## src/rtl/cfg_unlock_pkg.sv

```systemverilog
// Package: constants and types shared by the unlock sequencer.
// Assumes byte-wide host accesses; key and register codes are fixed here.
package cfg_unlock_pkg;

    localparam logic [7:0] KEY_BYTE0    = 8'h87;
    localparam logic [7:0] KEY_BYTE1    = 8'h01;
    localparam logic [7:0] KEY_BYTE2    = 8'h55;
    localparam logic [7:0] KEY_FIN_PRI  = 8'h55;  // base port 0x2E
    localparam logic [7:0] KEY_FIN_ALT  = 8'hAA;  // base port 0x4E

    localparam logic [7:0] IDX_CTRL     = 8'h02;
    localparam logic [7:0] CTRL_CLOSE   = 8'h02;
    localparam logic [7:0] IDX_LDN      = 8'h07;
    localparam logic [7:0] IDX_ID_HI    = 8'h20;
    localparam logic [7:0] IDX_ID_LO    = 8'h21;
    localparam logic [7:0] IDX_DEV_BASE = 8'h30;

    localparam logic [7:0] LOCKED_READ  = 8'hFF;

    typedef enum logic [2:0] {
        KS_IDLE,
        KS_GOT1,
        KS_GOT2,
        KS_GOT3,
        KS_OPEN
    } key_state_t;

endpackage

```

## src/rtl/cfg_key_match.sv

```systemverilog
// Key matcher: tracks index-port bytes while locked and opens the
// configuration space after the full four-byte key. A mismatch returns
// to idle unless the mismatching byte is the first key byte.
// Assumes key_wr is only asserted for index-port writes.
module cfg_key_match
    import cfg_unlock_pkg::*;
(
    input  logic       clk,
    input  logic       rst_n,
    input  logic       strap_alt,
    input  logic       key_wr,
    input  logic [7:0] key_byte,
    input  logic       close_req,
    output logic       open
);

    key_state_t state_q;
    key_state_t state_d;
    logic [7:0] expect_byte;
    logic [7:0] final_byte;

    // Select the last key byte from the base-port strap.
    assign final_byte = strap_alt ? KEY_FIN_ALT : KEY_FIN_PRI;

    // Byte the matcher waits for in each state.
    always_comb begin
        case (state_q)
            KS_GOT1: expect_byte = KEY_BYTE1;
            KS_GOT2: expect_byte = KEY_BYTE2;
            KS_GOT3: expect_byte = final_byte;
            default: expect_byte = KEY_BYTE0;
        endcase
    end

    // Next-state rule: advance on a match, restart on a stray first byte.
    always_comb begin
        state_d = state_q;
        if (state_q == KS_OPEN) begin
            if (close_req) state_d = KS_IDLE;
        end else if (key_wr) begin
            if (key_byte == expect_byte) begin
                case (state_q)
                    KS_IDLE: state_d = KS_GOT1;
                    KS_GOT1: state_d = KS_GOT2;
                    KS_GOT2: state_d = KS_GOT3;
                    default: state_d = KS_OPEN;
                endcase
            end else if (key_byte == KEY_BYTE0) begin
                state_d = KS_GOT1;
            end else begin
                state_d = KS_IDLE;
            end
        end
    end

    // State register with synchronous reset to idle.
    always_ff @(posedge clk) begin
        if (!rst_n) state_q <= KS_IDLE;
        else        state_q <= state_d;
    end

    assign open = (state_q == KS_OPEN);

endmodule

```

## src/rtl/cfg_ldn_bank.sv

```systemverilog
// Per-device register file: one small byte array per logical device,
// written and read through the currently selected device number.
// Assumes NUM_LDN is a power of two and at least 2.
module cfg_ldn_bank #(
    parameter int NUM_LDN  = 4,
    parameter int DEV_REGS = 16,
    localparam int LDN_W   = $clog2(NUM_LDN),
    localparam int RA_W    = (DEV_REGS > 1) ? $clog2(DEV_REGS) : 1
) (
    input  logic             clk,
    input  logic             rst_n,
    input  logic             wr_en,
    input  logic [LDN_W-1:0] ldn,
    input  logic [RA_W-1:0]  addr,
    input  logic [7:0]       wdata,
    output logic [7:0]       rdata
);

    logic [7:0] dev_rd [NUM_LDN];

    for (genvar g = 0; g < NUM_LDN; g++) begin : g_dev
        logic [7:0] mem_q [DEV_REGS];

        // Store one byte when this device is selected.
        always_ff @(posedge clk) begin
            if (!rst_n) begin
                for (int i = 0; i < DEV_REGS; i++) mem_q[i] <= 8'h00;
            end else if (wr_en && (ldn == LDN_W'(g))) begin
                mem_q[addr] <= wdata;
            end
        end

        assign dev_rd[g] = mem_q[addr];
    end

    assign rdata = dev_rd[ldn];

endmodule

```

## src/rtl/cfg_unlock_seq.sv

```systemverilog
// Top: index/data configuration port guarded by a key sequence.
// Holds the index and logical device select, decodes data accesses and
// registers the read byte. Assumes at most one of the two ports is
// addressed per cycle (port_sel) and that strap_alt is static.
module cfg_unlock_seq
    import cfg_unlock_pkg::*;
#(
    parameter logic [15:0] CHIP_ID  = 16'h8716,
    parameter int          NUM_LDN  = 4,
    parameter int          DEV_REGS = 16,
    localparam int         LDN_W    = $clog2(NUM_LDN),
    localparam int         RA_W     = (DEV_REGS > 1) ? $clog2(DEV_REGS) : 1
) (
    input  logic       clk,
    input  logic       rst_n,
    input  logic       strap_alt,
    input  logic       wr_en,
    input  logic       rd_en,
    input  logic       port_sel,
    input  logic [7:0] wr_data,
    output logic [7:0] rd_data,
    output logic       cfg_open
);

    logic [7:0]       idx_q;
    logic [LDN_W-1:0] ldn_q;
    logic [7:0]       rd_q;
    logic [7:0]       rd_val;
    logic [7:0]       dev_off;
    logic [7:0]       bank_rdata;
    logic             idx_wr;
    logic             dat_wr;
    logic             close_req;
    logic             dev_hit;
    logic             open;

    assign idx_wr    = wr_en && !port_sel;
    assign dat_wr    = wr_en &&  port_sel;
    assign close_req = open && dat_wr && (idx_q == IDX_CTRL) && (wr_data == CTRL_CLOSE);
    assign dev_off   = idx_q - IDX_DEV_BASE;
    assign dev_hit   = (idx_q >= IDX_DEV_BASE) && (dev_off < 8'(DEV_REGS));

    cfg_key_match i_key (
        .clk       (clk),
        .rst_n     (rst_n),
        .strap_alt (strap_alt),
        .key_wr    (idx_wr && !open),
        .key_byte  (wr_data),
        .close_req (close_req),
        .open      (open)
    );

    cfg_ldn_bank #(
        .NUM_LDN  (NUM_LDN),
        .DEV_REGS (DEV_REGS)
    ) i_bank (
        .clk   (clk),
        .rst_n (rst_n),
        .wr_en (open && dat_wr && dev_hit),
        .ldn   (ldn_q),
        .addr  (dev_off[RA_W-1:0]),
        .wdata (wr_data),
        .rdata (bank_rdata)
    );

    // Index register: loaded by index writes while open, cleared on close.
    always_ff @(posedge clk) begin
        if (!rst_n)                 idx_q <= 8'h00;
        else if (close_req)         idx_q <= 8'h00;
        else if (open && idx_wr)    idx_q <= wr_data;
    end

    // Logical device select: low bits of a data write at the select index.
    always_ff @(posedge clk) begin
        if (!rst_n)                                    ldn_q <= '0;
        else if (open && dat_wr && idx_q == IDX_LDN)   ldn_q <= wr_data[LDN_W-1:0];
    end

    // Read decode: locked reads float high, open reads follow the index.
    always_comb begin
        rd_val = LOCKED_READ;
        if (open) begin
            if (!port_sel) begin
                rd_val = idx_q;
            end else if (dev_hit) begin
                rd_val = bank_rdata;
            end else begin
                case (idx_q)
                    IDX_ID_HI: rd_val = CHIP_ID[15:8];
                    IDX_ID_LO: rd_val = CHIP_ID[7:0];
                    IDX_LDN:   rd_val = {{(8-LDN_W){1'b0}}, ldn_q};
                    default:   rd_val = 8'h00;
                endcase
            end
        end
    end

    // Read register: captures the decoded byte on a read strobe only.
    always_ff @(posedge clk) begin
        if (!rst_n)      rd_q <= LOCKED_READ;
        else if (rd_en)  rd_q <= rd_val;
    end

    assign rd_data  = rd_q;
    assign cfg_open = open;

endmodule

```

## config.mk

```make
export PLATFORM = sky130hd
export DESIGN_NAME = cfg_unlock_seq
export DESIGN_NICKNAME = d
export VERILOG_FILES = /design/src/rtl/cfg_unlock_pkg.sv /design/src/rtl/cfg_key_match.sv /design/src/rtl/cfg_ldn_bank.sv /design/src/rtl/cfg_unlock_seq.sv
export SDC_FILE = /design/constraint.sdc
export NUM_CORES = 1
export LEC_CHECK = 0
export BUFFER_PORTS_ARGS = -buffer_cell sky130_fd_sc_hd__buf_2
export CAP_MARGIN = 20
export CORE_MARGIN = 3
export CORE_UTILIZATION = 35
export DETAILED_ROUTE_END_ITERATION = 10
export GPL_ROUTABILITY_DRIVEN = 1
export SYNTH_ARGS = -nofsm -noshare
export SYNTH_HDL_FRONTEND = slang
export SYNTH_SLANG_ARGS = --single-unit
```

## constraint.sdc

```tcl
create_clock -name clk -period 3 [get_ports clk]
set_input_delay 0 -clock clk [delete_from_list [all_inputs] [get_ports clk]]
set_output_delay 0 -clock clk [all_outputs]
set_load 0.1 [all_outputs]
```

## After elaboration in Yosys (flattened, before gate mapping)

Memories as Yosys holds them, arrays and structs flattened.
Index checks and enable logic that the tools add are counted.

- Output and inout bits: 9
- Memories: 4
- Flip-flop bits (word level): 21
- RAM bits: 512

- Bitwise gates (word level): 2
- Reductions and logical operators: 25
- $lt $le $gt $ge: 3
- $add $sub $neg: 1
- Equal/unequal tests: 15
- Mux-type cells: 40

Memories:

| memory | words | width | rd ports | clocked after Yosys merged registers in | wr ports | line | RTL |
|---|---|---|---|---|---|---|---|
| i_bank.g_dev[0].mem_q | 16 | 8 | 1 | 0 | 16 | cfg_ldn_bank.sv:22 | `logic [7:0] mem_q [DEV_REGS];` |
| i_bank.g_dev[1].mem_q | 16 | 8 | 1 | 0 | 16 | cfg_ldn_bank.sv:22 |  |
| i_bank.g_dev[2].mem_q | 16 | 8 | 1 | 0 | 16 | cfg_ldn_bank.sv:22 |  |
| i_bank.g_dev[3].mem_q | 16 | 8 | 1 | 0 | 16 | cfg_ldn_bank.sv:22 |  |

Operators with widths:

| operator | number |
|---|---|
| 8-bit two-way mux | 10 |
| 8-bit case mux with 3 select lines | 2 |
| 8-bit OR reduction | 4 |
| 1-bit two-way mux | 18 |
| 8-bit binary-select mux with 2-bit select | 1 |
| 8-bit by 2-bit == test with 1-bit output (second input constant) | 2 |
| 8-bit by 6-bit == test with 1-bit output (second input constant) | 2 |
| 4-bit two-way mux | 4 |
| 1-bit logical AND | 14 |
| 3-bit two-way mux | 4 |
| 3-bit case mux with 3 select lines | 1 |
| 8-bit by 3-bit == test with 1-bit output (second input constant) | 1 |
| 8-bit == test | 1 |
| 8-bit == test (second input constant) | 1 |
| 8-bit by 6-bit >= comparator with 1-bit output (second input constant) | 1 |
| 8-bit by 5-bit < comparator with 1-bit output (second input constant) | 1 |
| 8-bit by 6-bit subtractor with 8-bit output (second input constant) | 1 |
| 3-bit by 2-bit == test with 1-bit output (second input constant) | 2 |
| 2-bit == test (second input constant) | 2 |
| 3-bit by 1-bit == test with 1-bit output (second input constant) | 1 |
| 3-bit == test (second input constant) | 1 |
| 3-bit >= comparator (second input constant) | 1 |
| 3-bit zero test | 1 |
| 2-bit NOT with 3-bit output | 1 |
| 8 further kinds | 9 |

## Depth between registers and ports, before layout

Gate-level depths: netlist (run 1).

- Word-level depth: 10
- Mapped depth: 10
- Gate-level depth less buffers: 8

## By module

From an unflattened synthesis (run 1), not the netlist that was laid out.

- Cells, all modules: 1700
- Area, all modules: 24736.2 sq um

By module, submodules not included:

| module | cells an instance | area an instance (sq um) | instances | seq. area each (sq um) |
|---|---|---|---|---|
| cfg_ldn_bank | 1540 | 23430.0 | 1 | 15374.7 |
| cfg_unlock_seq | 109 | 955.9 | 1 | 360.3 |
| cfg_key_match | 51 | 350.3 | 1 | 60.1 |

## Least setup slack after synthesis (run 1)

OpenSTA, ideal clock, no wires.

- Path type: register to register
- From: register i_key.state_q[0]
- To: memory i_bank.g_dev[1].mem_q[11][0], enable pin
- Required time: 2.616 ns
- Setup time: 0.384 ns
- Cell stages (with the launch flop): 10
- Path slack: 0.094 ns
- Period minus slack after synthesis: 2.906 ns
- Arrival time: 2.522 ns
- Path through: dfxtp_1 buf_2 nor2_2 nand2_1 inv_2 and3_1 and4_1 nand2_1 buf_2 o21ai_0

RTL lines:

| what | line | RTL |
|---|---|---|
| from (decl) | cfg_key_match.sv:17 | `key_state_t state_q;` |
| from (signal assigned) | cfg_key_match.sv:59 | `else state_q <= state_d;` |
| to (decl) | cfg_ldn_bank.sv:22 |  |

## Final worst setup path (run 1)

- From: register idx_q[1]
- To: register rd_q[1], in the netlist rd_data[1]

- Cells in the longest elaborated chain, start to end: 8
- Elaborated cells between the ends (all ways): 18
- Those cells by class: add/sub: 1; order compare: 2; eq/ne: 3; mux: 7; reduce/logical: 1; memory: 4

Ends and longest elaborated chain:

| what | line | RTL |
|---|---|---|
| from (decl) | cfg_unlock_seq.sv:25 | `logic [7:0] idx_q;` |
| from (signal assigned) | cfg_unlock_seq.sv:70 | `else if (open && idx_wr) idx_q <= wr_data;` |
| 8-bit by 6-bit subtractor with 8-bit output | cfg_unlock_seq.sv:40 | `assign dev_off = idx_q - IDX_DEV_BASE;` |
| memory 16 x 8 bit | - |  |
| 8-bit binary-select mux with 2-bit select | cfg_ldn_bank.sv:36 | `assign rdata = dev_rd[ldn];` |
| 8-bit two-way mux (implied by the code) (2 in a row) | cfg_ldn_bank.sv:36 |  |
| 8-bit two-way mux | cfg_unlock_seq.sv:85 | `end else if (dev_hit) begin` |
| 8-bit two-way mux * | cfg_unlock_seq.sv:83 | `if (!port_sel) begin` |
| 8-bit two-way mux * | cfg_unlock_seq.sv:82 | `if (open) begin` |
| to (signal assigned) | cfg_unlock_seq.sv:101 | `else if (rd_en) rd_q <= rd_val;` |
| to (decl) | cfg_unlock_seq.sv:27 | `logic [7:0] rd_q;` |

Mark *: on every way between the ends. The rest lies on a longest branch, timed or not. The select of a mux whose other input is x is not followed.
A chain may end at the register's enable or synchronous reset.

==> flow_summary.yaml, run 1 <==
status:
  status: "finished, final reports clean"
route:
  routed_wl_mm: 64.11
  routedWlPerCell_um: 23.26
  ant_nets: 0
  firstDrtPassIters: 6
  detail_route.iter0.violations: 1465
  num_vias: 14407
  drcViolationCount: 0
  via_per_inst: 5.228
place:
  place.gp.congestion: 0.9597
  portBuffers: 22
  dp_hpwl_mm: 42.78
clock_tree:
  cts.sinks: 533
  numCtsBuffers: 56
  cts_buffer_depth: 3
  cts_tree: "built"
  clk_latency_ns: 0.62
  htree_levels: 2
  cts_root_buffer: "clkbuf_16"
  clk_pin_slew_worst_paths_ns: 0.06
timing:
  finalCritPeriodShare: 0.9344
  clock_skew_ns: 0.02783
  period_minus_slack_ns: 2.803
  final_max_slew_viol_count: 0
  whs_ns: 0.05494
  grt_setup_unrepaired: "no"
  setup-tns-final_ns: 0
  slew_headroom: 0.3518
  tightest_slew_ns: 0.9724
  hold_violations: 0
  setup_viol: 0
  fmax_ghz: 0.3567
layout:
  n_antenna_cell: 0
  fin_nets: 1783
  area_growth_pct: 14.35
  fill_cells: 6327
  drive_gt1_frac: 0.2406
  final_common_cell: "and2_1"
  layout_common_cells: "and2_1 (514), edfxtp_1 (512), mux4_2 (135)"
logic_synthesis:
  syn_area_um2: 24930
  async_flop_share: 0
  yosys.area.top_type_share: 0.6167
  syn_inst: 1681
  avgSynthCellArea_um2: 14.83
  ys_seq_area_frac: 0.6335
  synth_edf_count: 512
  synth_ff_type: "edfxtp_1"
  synthTopCellsByArea: "edfxtp_1 (62%), and2_1 (13%), mux4_2 (12%)"
  yosys_warnings: 0
  synth_seq_cells: 533
  syn_nets: 1695
  ys_types: 56
  synth_top_area_cell: "edfxtp_1"
worst_setup_path:
  cp_max_fo: 46
  start_kind: "flip-flop"
  path_cells: "buf_12, mux4_2, a22oi_1, a21oi_1, nor4_1, o311ai_0"
  cpMaxStageDelayCell: "dfxtp_4"
  criticalPathCategory: "reg2reg"
  critPathRequiredTime_ns: 3.42
  slowest_delay_ns: 0.77
  cp-end-kind: "flip-flop"
  r2r_slack_ns: 0.20
  worstPathArrival_ns: 3.22
  crit_family: "flip-flops"
  worst-path-buf-inv: 1
grt:
  grt_overflow: 0
  grt_start_max_net_pins: 76
  grt_pass1_wl_mm: 96.52
  grt_pass1_vias: 14494
  antenna_found_initial: 2
  grt_use_total: 0.1732
die:
  die_area_um2: 74470
  boundaryPins: 23
  placementRows: 97
  core_area_um2: 70270
  initial_core_util: 0.3548
  fp.dieH_um: 272.9
  die_w_um: 272.9
flow_run:
  cap_violations: 0
pwr:
  ir_drop_mv: 0.4083
  p_leak_uw: 0.009546
  cellPowerDensity_nw_per_um2: 554.8
worst_hold_path:
  worstHoldPathType: "in2reg"
[power by group]
part / leakage, uW / switching [uW] / internal [uW]
clock: 0.000853 / 2810 / 3820
combinational: 0.00358 / 403 / 213
sequential: 0.00511 / 111 / 8460
total: 0.00955 / 3320 / 12500
[worst paths after layout]
check | startpoint | to | depth (start not counted)
hold / removal | wr_data[4] | idx_q[4] | 3
setup / recovery | idx_q[1] | rd_data[1] | 6
hold reg to reg | rd_data[6] | rd_data[6] | 1
setup reg to reg | idx_q[1] | rd_data[1] | 6
[final cells by class]
| class | count | area [um2] | share of cell area |
|---|---|---|---|
| sequential | 533 | 15800 | 0.5543 |
| multi-input combinational | 1017 | 8518 | 0.2988 |
| clock buffer | 81 | 1546 | 0.05424 |
| timing repair buffer | 157 | 1259 | 0.04415 |
| tap | 940 | 1176 | 0.04125 |
| clock inverter | 24 | 191.4 | 0.006715 |
| inverter | 4 | 15.01 | 0.0005266 |
[routing by layer]
layer | global-route usage | part of all wire | up-vias
li1 | - | - | 6422
met5 | 0 | 0.00050 | -
met1 | 0.2456 | 0.44 | 7361
met2 | 0.2730 | 0.46 | 507
met3 | 0.03099 | 0.071 | 113
met4 | 0.05154 | 0.027 | 4
[cells in the mapped netlist (2+ instances only)]
library cell and n:
a22oi_1 36, nand2b_1 12, or2_2 3, buf_4 5
and4_1 2, and2_1 514, o22a_1 4, mux4_2 135
nor3b_1 2, a311oi_1 2, nor2b_1 13, o22ai_1 3
nor4_1 5, dfxtp_1 21, clkbuf_1 86, nor3_1 8
nor2_1 24, nand4_1 2, buf_2 24, inv_1 3
nand3b_1 2, nand3_1 12, mux2_2 4, a31oi_1 5
and3_1 5, nor2_2 56, a21oi_1 24, edfxtp_1 512
o21ai_1 2, nand2_1 32, o311ai_0 2, buf_1 3
buf_6 7, nor3_2 4, mux2i_1 20, o21ai_0 67
[worst min-delay path, delay by kind of cell]
family | cells | cell delay (ns)
and+or+nand+nor | 1 | 0.05
muxes | 1 | 0.22
buffers and inverters | 1 | 0.32
[logic make-up (layout without fill, tap and decap cells)]
group,after synthesis,in the layout,share of synthesized area
AOI/OAI and AO/OA,158,158,0.03925
xor gates and xnor gates,1,1,0.0003514
buffers and inverters,131,266,0.02489
DFF,533,533,0.6335
muxes,159,159,0.1318
and+or+nand+nor,699,699,0.1702
[registers in the layout, indices dropped and copies added (netlist names)]
name	count
ldn_q	2
rd_data	8
i_bank.g_dev.mem_q	512
idx_q	8
i_key.state_q	3
[stage by stage]
step | setup slack [ns] | total power, uW | utilization | instances | area [um2]
after floorplan | 0.09407 | 9004 | - | 1681 | 24930
after global placement | 0.2512 | 9327 | 0.3804 | 2647 | 26730
after detailed placement | 0.2242 | 9345 | 0.3804 | 2647 | 26730
after CTS | 0.2129 | 15960 | 0.4057 | 2756 | 28510
after global routing | 0.1170 | 16300 | 0.4057 | 2756 | 28510
final | 0.1968 | 15820 | 0.4057 | 2756 | 28510
[repair_timing]
action / CTS / global route
hold buffers: 4 / 0
setup endpoints to repair: 0 / 0
endpoints found under the hold margin: 19 / 0
buffers inserted: 0 / 0
resized for setup: 0 / 0
Power figures use the tool's default switching activity.
==> run 2: changes to the inputs <==
- CORE_MARGIN: 3 -> 5
- SYNTH_HIERARCHICAL: unset -> 1
==> run 2 against run 1 <==
Register-to-register slack got worse by 0.13 ns; count of clock-buffer cells in the layout decreased by 19; area after synthesis decreased by 0.78%; critical path depth is 4 higher; largest cell class unchanged; critical endpoint is now rd_data[3]; cell count increased by 1.8%; global-route usage down 1.1 points.
==> flow_summary.yaml, run 2 <==
clock_tree:
  numCtsBuffers: 54
  clk_pin_slew_worst_paths_ns: 0.06
  htree_levels: 2
  clk_latency_ns: 0.61
  cts_buffer_depth: 3
  cts_root_buffer: "clkbuf_16"
  cts_tree: "built"
  cts.sinks: 533
worst_setup_path:
  crit_path_frequent_cell: "buf_12"
  critPathRequiredTime_ns: 3.49
  criticalPathCategory: "reg2reg"
  path_cells: "buf_12, buf_12, buf_4, mux4_2, a22oi_1, a21oi_1, or4_1, and3_1, a211oi_1, o21ai_1"
  r2r_slack_ns: 0.07
  cp-end-kind: "flip-flop"
  cp_max_fo: 13
  slowest_delay_ns: 0.54
  cpMaxStageDelayCell: "or4_1"
  worstPathArrival_ns: 3.42
  worst-path-buf-inv: 3
  start_kind: "flip-flop"
  crit_family: "simple AND/OR/NAND/NOR gates"
logic_synthesis:
  synthTopCellsByArea: "edfxtp_1 (62%), and2_1 (13%), mux4_2 (12%)"
  synth_top_area_cell: "edfxtp_1"
  syn_area_um2: 24740
  yosys_warnings: 6
  synth_compound_area_frac: 0.04937
  synth_top_family_by_area: "simple AND/OR/NAND/NOR gates"
  ys_types: 54
  yosys.area.top_type_share: 0.6215
  synthSimpleGateAreaFrac: 0.1674
  synthMuxAreaShare: 0.1210
  async_flop_share: 0
  syn_nets: 1714
  synth_top_cells_by_count: "and2_1 (513), edfxtp_1 (512), mux4_2 (128)"
  avgSynthCellArea_um2: 14.55
  synth_edf_count: 512
  synth_xor_area_frac: 0
  yosysMostFrequentCell: "and2_1"
  synth_seq_cells: 533
  synth-adder-area-share: 0
  ys_seq_area_frac: 0.6385
  synth_ff_type: "edfxtp_1"
  syn_inst: 1700
route:
  ant_nets: 0
  routedWlPerCell_um: 21.97
  via_per_inst: 5.165
  drcViolationCount: 0
  routed_wl_mm: 61.64
  firstDrtPassIters: 5
  detail_route.iter0.violations: 1211
  num_vias: 14494
pwr:
  total_power_uw: 15910
  ir_drop_mv: 0.4188
  p_leak_uw: 0.009770
  cellPowerDensity_nw_per_um2: 548.5
grt:
  grt_start_max_net_pins: 68
  grt_use_total: 0.1622
  grt_overflow: 0
  grt_pass1_wl_mm: 94.03
  grt_pass1_vias: 14788
  antenna_found_initial: 1
place:
  portBuffers: 22
  dp_hpwl_mm: 41.21
  place.gp.congestion: 0.8555
worst_hold_path:
  worstHoldPathType: "in2reg"
timing:
  fmax_ghz: 0.3409
  tightest_slew_ns: 0.7794
  clock_skew_ns: 0.02185
  setup_viol: 0
  whs_ns: 0.06691
  final_max_slew_viol_count: 0
  period_minus_slack_ns: 2.933
  slew_headroom: 0.4804
  hold_violations: 0
  finalCritPeriodShare: 0.9778
layout:
  largest-register: "i_bank/g_dev.mem_q"
  layout_common_cells: "and2_1 (513), edfxtp_1 (512), buf_4 (144)"
  fin_nets: 1835
  area_growth_pct: 17.23
  final_common_cell: "and2_1"
  largest_reg_flops: 512
  drive_gt1_frac: 0.2344
die:
  die_w_um: 275.8
  placementRows: 97
  core_area_um2: 70030
  die_area_um2: 76090
  fp.dieH_um: 275.8
  initial_core_util: 0.3532
  boundaryPins: 23
status:
  status: "finished, final reports clean"
flow_run:
  cap_violations: 0
==> run 2: cell count changes after synthesis, sizes merged, moves of 5 or more <==
cell    change
or4        +10
a22oi      +30
mux4        -7
nor3        -6
mux2i       -9
buf         -9
clkbuf     +11
a21oi      +18
nand2       -5
==> run 2: where the power goes <==
group	total, uW	internal [uW]	switching [uW]
combinational	623	228	395
clock	6700	3800	2900
sequential	8590	8480	108
==> run 2: final cells by class <==
cell class | count | area (um2)
diodes | 2 | 5.005
clock buffers | 62 | 1403
clock inverters | 37 | 344.1
fillers | 6325 | 41030
inverters | 8 | 33.78
multi-input cells | 1030 | 8559
flip-flops and latches | 533 | 15800
well taps | 940 | 1176
repair buffers | 194 | 1674
==> run 2: path summary, 6_finish.rpt <==
kind,start,end,cells past startpoint
setup / recovery,idx_q[0],rd_data[3],10
hold reg to reg,rd_data[3],rd_data[3],2
hold / removal,wr_data[1],i_bank/g_dev[2].mem_q[7][1],2
setup reg to reg,idx_q[0],rd_data[3],10
==> run 2: worst register-to-register path: stages (launching register included) <==
cell	delay (ns)
dfxtp_4	0.49
buf_12	0.17
buf_12	0.15
buf_4	0.13
mux4_2	0.47
a22oi_1	0.22
a21oi_1	0.19
or4_1	0.54
and3_1	0.19
a211oi_1	0.19
o21ai_1	0.08
==> run 2: timing repair <==
action,in CTS,in global routing
hold buffers,12,0
hold endpoints to repair,49,0
gates resized for setup,0,8
setup buffers,0,7
endpoints found under the setup margin,0,27
==> run 2: per-layer routing <==
layer,GRT usage,share of wire,up-vias
met4,0.03864,0.021,0
met2,0.2752,0.49,428
met3,0.02443,0.059,74
met1,0.2216,0.43,7419
li1,-,-,6573
met5,0,0,-
==> run 2: logic make-up (layout without fill, tap and decap cells) <==
| kind of cell | after synthesis | after routing |
|---|---|---|
| AOI/OAI and AO/OA | 197 | 197 |
| buffers and inverters | 137 | 301 |
| DFF | 533 | 533 |
| muxes | 139 | 139 |
| other | 0 | 2 |
| and+or+nand+nor | 694 | 694 |
==> run 2: through the flow <==
| step | worst slack [ns] | area, um2 | std cells | TNS, ns | util |
|---|---|---|---|---|---|
| final | 0.06670 | 29000 | 2806 | 0 | 0.4141 |
| after global routing | -0.0006026 | 28990 | 2804 | -0.001112 | 0.4140 |
| after CTS | 0.04897 | 28860 | 2796 | 0 | 0.4121 |
| after detailed placement | 0.09726 | 26990 | 2685 | 0 | 0.3855 |
| after global placement | 0.09232 | 26990 | 2685 | 0 | 0.3855 |
| after floorplan | 0.01286 | 24940 | 1700 | 0 | - |
==> run 3: changes to the inputs <==
- RECOVER_POWER: unset -> 50
==> run 3 against run 2 <==
Register-to-register slack barely moved; clock power barely moved; via count is 0.37% lower; count of clock-buffer cells in the layout stayed put; worst setup slack improved by 0.0047 ns; global-route usage is the same.
==> flow_summary.yaml, run 3 (synthesis results as in run 2) <==
status:
  status: "finished, final reports clean"
layout:
  design_area_um2: 28970
  final_common_cell: "and2_1"
  largest_reg_flops: 512
  area_growth_pct: 17.12
  seqCellArea_um2: 15800
  drive_gt1_frac: 0.2296
  stdcell_count: 2805
  fill_cells: 6333
  layout_common_cells: "and2_1 (513), edfxtp_1 (512), buf_4 (144)"
  fin_nets: 1835
  multi_input_area_um2: 8544
  largest-register: "i_bank/g_dev.mem_q"
timing:
  whs_ns: 0.06654
  final_max_slew_viol_count: 0
  period_minus_slack_ns: 2.929
  hold_violations: 0
  finalCritPeriodShare: 0.9762
  fmax_ghz: 0.3415
  clock_skew_ns: 0.02338
  tightest_slew_ns: 1.221
  slew_headroom: 0.1894
  setup_viol: 0
  setup_slack_ns: 0.07139
worst_setup_path:
  cpMaxStageDelayCell: "or4_1"
  crit_family: "simple AND/OR/NAND/NOR gates"
  start_kind: "flip-flop"
  criticalPathCategory: "reg2reg"
  path_cells: "buf_12, buf_12, buf_4, mux4_2, a22oi_1, a21oi_1, or4_1, and3_1, a211oi_1, o21ai_1"
  critPathRequiredTime_ns: 3.49
  crit_path_frequent_cell: "buf_12"
  worstPathArrival_ns: 3.42
  worst-path-buf-inv: 3
  cp_max_fo: 13
  slowest_delay_ns: 0.54
  cp-end-kind: "flip-flop"
die:
  initial_core_util: 0.3532
  boundaryPins: 23
  fp.dieH_um: 275.8
  placementRows: 97
  core_area_um2: 70030
  die_area_um2: 76090
  die_w_um: 275.8
route:
  firstDrtPassIters: 5
  drcViolationCount: 0
  num_vias: 14441
  ant_nets: 0
  routed_wl_mm: 61.65
  via_per_inst: 5.148
  detail_route.iter0.violations: 1265
  routedWlPerCell_um: 21.98
pwr:
  p_leak_uw: 0.009761
  cellPowerDensity_nw_per_um2: 549.3
  ir_drop_mv: 0.4206
place:
  placed_area_um2: 26990
  placed_cells: 2685
  portBuffers: 22
  place.gp.congestion: 0.8555
  pre_cts_ws_ns: 0.09726
  dp_hpwl_mm: 41.21
clock_tree:
  cts_buffer_depth: 3
  htree_levels: 2
  cts_root_buffer: "clkbuf_16"
  clk_latency_ns: 0.62
  cts_tree: "built"
  cts.sinks: 533
  numCtsBuffers: 54
  clk_pin_slew_worst_paths_ns: 0.07
flow_run:
  cap_violations: 0
grt:
  grt_use_total: 0.1622
  antenna_found_initial: 1
  grt_pass1_wl_mm: 94.03
  grt_pass1_vias: 14788
  grt_start_max_net_pins: 68
  grt_overflow: 0
worst_hold_path:
  worstHoldPathType: "in2reg"
[run 3: cell count changes in the layout (fill, tap and decap cells not counted), sizes merged]
cell | before | now
diode | 2 | 1
buf | 181 | 173
clkbuf | 63 | 71
[run 3: metal layers]
| layer | up-vias | global-route usage | part of all wire | wire (um) |
|---|---|---|---|---|
| li1 | 6568 | - | - | - |
| met3 | 74 | 0.02443 | 0.055 | 3378 |
| met2 | 404 | 0.2752 | 0.49 | 30380 |
| met1 | 7395 | 0.2216 | 0.43 | 26570 |
| met5 | - | 0 | 0 | 0 |
| met4 | 0 | 0.03864 | 0.021 | 1321 |
[run 3: where the power goes]
part           internal [uW]  switching (uW)
clock network           3800            2910
logic                    228             395
registers               8480             107
[run 3: path summary, 6_finish.rpt]
path	startpoint	end	slack, ns	cells after the start
setup / recovery	idx_q[0]	rd_data[3]	0.07	10
hold / removal	wr_data[1]	i_bank/g_dev[2].mem_q[5][1]	0.07	2
setup reg to reg	idx_q[0]	rd_data[3]	0.07	10
hold reg to reg	rd_data[3]	rd_data[3]	0.52	2
[run 3: per-stage QoR]
stage | power, uW | utilization | TNS, ns
6_report | 15910 | 0.4137 | 0
5_1_grt | 16430 | 0.4137 | -0.0005096
4_1_cts | 16060 | 0.4121 | 0
3_5_place_dp | 9360 | 0.3855 | 0
3_3_place_gp | 9341 | 0.3855 | 0
2_1_floorplan | 9049 | - | 0
[run 3: timing repair]
action | in CTS | in global routing
buffers inserted | 0 | 7
endpoints found under the setup margin | 0 | 27
endpoints found under the hold margin | 49 | 0
resized for setup | 0 | 8
hold buffers | 12 | 0
[run 3: cell type report]
type                            count  share of cell area
Clock inverter                     37             0.01188
Timing Repair Buffer              194             0.05744
Antenna cell                        1          0.00008637
Clock buffer                       62             0.04841
Multi-Input combinational cell   1030              0.2949
Tap cell                          940             0.04060
Inverter                            8            0.001166
Sequential cell                   533              0.5455
